File: src/rtl/uart_irq_pkg.sv
package uart_irq_pkg;

    typedef enum logic [3:0] {
        ID_NONE = 4'h1,
        ID_THRE = 4'h2,
        ID_RDA  = 4'h4,
        ID_LSR  = 4'h6,
        ID_CTO  = 4'hC
    } int_id_e;

    typedef struct packed {
        logic lsr;
        logic rda;
        logic cto;
        logic thre;
    } src_vec_t;

    function automatic logic [7:0] pack_iir(input logic fifo_on, input int_id_e id);
        return {fifo_on ? 2'b11 : 2'b00, 2'b00, id};
    endfunction

endpackage

File: src/rtl/rx_level_cmp.sv
module rx_level_cmp #(
    parameter int CNT_W = 5
) (
    input  logic             fifo_en,
    input  logic [CNT_W-1:0] count,
    input  logic [CNT_W-1:0] trig,
    output logic             above
);
    always_comb begin
        if (fifo_en) above = (count >= trig);
        else         above = (count != '0);
    end
endmodule

File: src/rtl/thre_latch.sv
module thre_latch (
    input  logic clk,
    input  logic rst,
    input  logic tx_empty,
    input  logic thr_wr,
    input  logic iir_rd,
    input  logic shown,
    output logic pend
);
    logic prev_empty;
    logic set_ev;
    logic clr_ev;

    assign set_ev = tx_empty && !prev_empty;
    assign clr_ev = thr_wr || (iir_rd && shown);

    always_ff @(posedge clk) begin
        if (rst) begin
            prev_empty <= 1'b1;
            pend       <= 1'b0;
        end else begin
            prev_empty <= tx_empty;
            if (clr_ev)      pend <= 1'b0;
            else if (set_ev) pend <= 1'b1;
        end
    end


    thre_set_chk: assert property (@(posedge clk) disable iff (rst)
        (tx_empty && !prev_empty && !thr_wr && !iir_rd) |=> pend);


    thre_wr_clear_chk: assert property (@(posedge clk) disable iff (rst)
        thr_wr |=> !pend);


    thre_rd_keep_chk: assert property (@(posedge clk) disable iff (rst)
        (iir_rd && !shown && !thr_wr && !(tx_empty && !prev_empty)) |=> pend == $past(pend));
endmodule

File: src/rtl/irq_prio_enc.sv
module irq_prio_enc
    import uart_irq_pkg::*;
(
    input  logic [3:0] ien,
    input  src_vec_t   src,
    output int_id_e    id
);
    always_comb begin
        id = ID_NONE;
        if (ien != 4'h0) begin
            if (ien[2] && src.lsr)       id = ID_LSR;
            else if (ien[0] && src.rda)  id = ID_RDA;
            else if (ien[0] && src.cto)  id = ID_CTO;
            else if (ien[1] && src.thre) id = ID_THRE;
        end
    end
endmodule

File: src/rtl/uart_irq_ident.sv
module uart_irq_ident
    import uart_irq_pkg::*;
#(
    parameter int FIFO_DEPTH = 16,
    localparam int CNT_W = $clog2(FIFO_DEPTH + 1)
) (
    input  logic             clk,
    input  logic             rst,
    input  logic             fifo_en,
    input  logic [3:0]       ien,
    input  logic             lsr_err,
    input  logic [CNT_W-1:0] rx_count,
    input  logic [CNT_W-1:0] rx_trig,
    input  logic             rx_timeout,
    input  logic             tx_empty,
    input  logic             thr_wr,
    input  logic             iir_rd,
    output logic             irq,
    output logic [7:0]       iir
);
    logic     rda;
    logic     thre_pend;
    src_vec_t src;
    int_id_e  id;

    rx_level_cmp #(.CNT_W(CNT_W)) u_cmp (
        .fifo_en (fifo_en),
        .count   (rx_count),
        .trig    (rx_trig),
        .above   (rda)
    );

    thre_latch u_thre (
        .clk      (clk),
        .rst      (rst),
        .tx_empty (tx_empty),
        .thr_wr   (thr_wr),
        .iir_rd   (iir_rd),
        .shown    (id == ID_THRE),
        .pend     (thre_pend)
    );

    always_comb begin
        src.lsr  = lsr_err;
        src.rda  = rda;
        src.cto  = rx_timeout && fifo_en;
        src.thre = thre_pend;
    end

    irq_prio_enc u_enc (
        .ien (ien),
        .src (src),
        .id  (id)
    );

    assign iir = pack_iir(fifo_en, id);
    assign irq = (id != ID_NONE);


    irq_match_chk: assert property (@(posedge clk) disable iff (rst)
        irq == (iir[3:0] != 4'h1));


    polled_quiet_chk: assert property (@(posedge clk) disable iff (rst)
        (ien == 4'h0) |-> (!irq && iir[3:0] == 4'h1));


    lsr_top_chk: assert property (@(posedge clk) disable iff (rst)
        (ien[2] && lsr_err) |-> iir[3:0] == 4'h6);


    fifo_bits_chk: assert property (@(posedge clk) disable iff (rst)
        iir[7:4] == (fifo_en ? 4'hC : 4'h0));


    nofifo_empty_chk: assert property (@(posedge clk) disable iff (rst)
        (!fifo_en && rx_count == '0) |-> (iir[3:0] != 4'h4 && iir[3:0] != 4'hC));
endmodule

File: config.mk
export PLATFORM = sky130hd
export DESIGN_NAME = uart_irq_ident
export DESIGN_NICKNAME = d
export VERILOG_FILES = /design/src/rtl/uart_irq_pkg.sv /design/src/rtl/rx_level_cmp.sv /design/src/rtl/thre_latch.sv /design/src/rtl/irq_prio_enc.sv /design/src/rtl/uart_irq_ident.sv
export SDC_FILE = /design/constraint.sdc
export NUM_CORES = 1
export LEC_CHECK = 0
export BUFFER_PORTS_ARGS = -buffer_cell sky130_fd_sc_hd__buf_4
export CORE_AREA = 2 2 39 41
export CTS_CLUSTER_DIAMETER = 50
export CTS_CLUSTER_SIZE = 24
export DETAILED_ROUTE_END_ITERATION = 10
export DIE_AREA = 0 0 41 43
export GPL_TIMING_DRIVEN = 0
export PLACE_DENSITY_LB_ADDON = 0.15
export SYNTH_ARGS = -nofsm -noshare
export SYNTH_HDL_FRONTEND = slang
export SYNTH_SLANG_ARGS = --single-unit
File: constraint.sdc
create_clock -name clk -period 2.35 [get_ports clk]
set_clock_uncertainty 0.15 [all_clocks]
set_input_delay 0.47 -clock clk [delete_from_list [all_inputs] [get_ports clk]]
set_output_delay 0.47 -clock clk [all_outputs]
set_load 0.01 [all_outputs]
==> impl_metrics.csv <==
group,metric,value,unit
synthesis,synth-main-ff-cell,"dfxtp_1",
cts,clock_sinks,2,
detailed_routing,vias_per_cell,4.54,
critical_path,critPathTopFamily,"simple AND/OR/NAND/NOR gates",
detailed_routing,drt_iter0_markers,4,
critical_path,crit_type,"in -> out",
synthesis,seq_area_frac_synth,0.114,
power_and_ir_drop,irDropWorstVdd,0.157,mV
floorplanning,dieArea,0.00176,mm2
synthesis,syn_area,352,um2
synthesis,synth_top_cell_by_area,"ha_1",
sta,period_share,1.02,
placed_design,place_congestion,0.675,
global_route,antenna_found_initial,0,
global_route,grt_pass1_wl,1370,um
worst_hold_path,worstHoldPathType,"in -> reg",
cts,clockRootBuffer,"clkbuf_4",
floorplanning,die-height,43,um
detailed_routing,postRouteAntennaNets,0,
cts,cts_made_buffers,3,
synthesis,yosys_register_bits,2,
critical_path,cpPeakStageDelay,0.54,ns
outcome,status,"finished with violations",
worst_hold_path,whs_endpoint,"u_thre.prev_empty",
critical_path,r2r_end,"u_thre.pend",
detailed_routing,wl,885,um
cts,cts.path.max_buffers,2,
worst_hold_path,min_from,"tx_empty",
placed_design,dp_hpwl,813,um
synthesis,synthCells,46,
synthesis,async_reset_ff_frac,0,
cells_and_area,nFillCells,154,
worst_hold_path,holdPathStages,2,
global_route,grt_overflow,0,
critical_path,start_kind,"input port",
global_route,gr-usage-all-layers,0.110,
cts,clkTransAtPathRegs,0.03,ns
cts,h-tree-depth,1,
detailed_routing,post_drt_wl_per_cell,9.32,um
power_and_ir_drop,pwr_density_cell,331,mW/mm2
cells_and_area,multiInputGateArea,269,um2
critical_path,r2r_slack,1.06,ns
critical_path,path_cells,"buf_6 > or4_4 > o31ai_4 > buf_4 > o211ai_1 > buf_4",
synthesis,synth.most_common_cell,"inv_1",
sta,finalMaxSlewViolations,0,
critical_path,worstSetupEndpointType,"output port",
outcome,failed_checks,"setup timing",
global_route,grt_max_degree,6,
sta,period_needed,2.41,ns
placed_design,place_ws,-0.129,ns
sta,hold_viol,0,
sta,hold_ws,0.297,ns
synthesis,synth_cell_types,25,
floorplanning,rows,14,
cts,hold_buffers,0,
detailed_routing,drt_first_pass_iters,4,
critical_path,slowest_stage,"or4_4",
critical_path,r2r_cells,4,
cts,clkLatencyLatePin,0.22,ns
floorplanning,io_pins,31,
cells_and_area,drive_gt1_frac,0.557,
flow_run,maxCapViolations,0,
cells_and_area,syn_to_final_growth,80.1,%
sta,setup_viol,4,
synthesis,yosys_warnings,0,
sta,rsz0062_at_grt,"true",
floorplanning,die_w,41,um
floorplanning,core-area,0.00138,mm2
sta,worst_slack,-0.0557,ns
detailed_routing,drc,0,
synthesis,synth_top_area_frac,0.178,
critical_path,worstPathRequired,1.73,ns
power_and_ir_drop,leakage,0.334,nW
detailed_routing,num_vias,431,
floorplanning,initial_core_util,0.254,
critical_path,crit_buf_inv,3,
global_route,grt_pass1_vias,346,
critical_path,worstPathArrival,1.79,ns
critical_path,cp_max_fo,5,
cells_and_area,fin_area,633,um2
synthesis,synth_commonest_cells,"inv_1, ha_1, a21oi_1, buf_4, nand2_1",
cells_and_area,diodes,0,
synthesis,avgSynthCellArea,7.64,um2
placed_design,placed_area,578,um2
critical_path,crit_start,"rx_count[1]",
cells_and_area,nets,108,
critical_path,path_common_cell,"buf_4",
sta,max_freq,416,MHz
cells_and_area,final-seq-area,40.0,um2
cts,cts_tree,"done",
synthesis,synth.area.top_cells,"ha_1, dfxtp_1, buf_4",
critical_path,worstReg2RegStart,"u_thre.pend",
synthesis,synth_edf_count,0,
placed_design,portBuffers,27,
## logic make-up after synthesis
kind of cell / count (synthesis) / share of synthesized area
flip-flops: 2 / 0.114
AND/OR/NAND/NOR: 13 / 0.221
adder cells (fa/ha/maj): 5 / 0.178
buffers and inverters: 11 / 0.160
other: 1 / 0.0107
AO/OA/AOI/OAI: 14 / 0.317
## routing by layer
metal / vias up / global-route usage / part of all wire
met5: - / 0 / 0
met4: 0 / 0.0400 / 0.010
met3: 2 / 0.0157 / 0.073
met2: 16 / 0.194 / 0.52
met1: 187 / 0.125 / 0.40
li1: 226 / - / -
## power by group
group,internal (mW),total (mW),switching (mW),leakage (nW)
Combinational,0.0585,0.101,0.0421,0.304
Clock,0.0561,0.0732,0.0171,0.0138
Sequential,0.0356,0.0361,0.000501,0.0165
## how the worst max path moves through the flow
stage | end | slack, ns | cells past startpoint
6_report | iir[2] | -0.06 | 6
3_5_place_dp | iir[3] | -0.13 | 6
5_1_grt | iir[3] | -0.14 | 7
4_1_cts | iir[3] | -0.11 | 6
3_3_place_gp | iir[3] | -0.12 | 6
2_1_floorplan | iir[0] | 0.11 | 4
## flip-flops by register name, summed over array words and instances, names as in the netlist
name and cells:
u_thre.pend 1, u_thre.prev_empty 1
## timing repair
item | 4_1_cts | 5_1_grt
setup endpoints to repair | 4 | 5
gates resized for setup | 4 | 2
buffers inserted | 1 | 1
pin swaps | 5 | 1
## cell type report
cell class / instances / share of cell area
tap: 16 / 0.0316
multi-input combinational: 34 / 0.425
clock buffer: 3 / 0.0356
timing repair buffer: 29 / 0.356
sequential: 2 / 0.0632
buffer: 4 / 0.0474
inverter: 7 / 0.0415
## through the flow
stage,setup TNS (ns),instances,utilization,power (mW)
6_report,-0.142,95,0.458,0.210
5_1_grt,-0.422,95,0.458,0.227
4_1_cts,-0.288,94,0.445,0.209
3_5_place_dp,-0.334,90,0.418,0.131
3_3_place_gp,-0.282,90,0.418,0.130
2_1_floorplan,0,47,-,0.0807
## cell usage in the layout, fill, tap and decap left out, types with 2 or more instances in the layout
| master | synthesis | final |
|---|---|---|
| conb_1 | 1 | 2 |
| dfxtp_1 | 2 | 2 |
| nand2_1 | 4 | 4 |
| inv_1 | 6 | 6 |
| buf_6 | 0 | 2 |
| ha_1 | 5 | 5 |
| clkbuf_4 | 0 | 3 |
| buf_4 | 4 | 31 |
| a21oi_1 | 4 | 4 |
(Power assumes the default switching activity.)
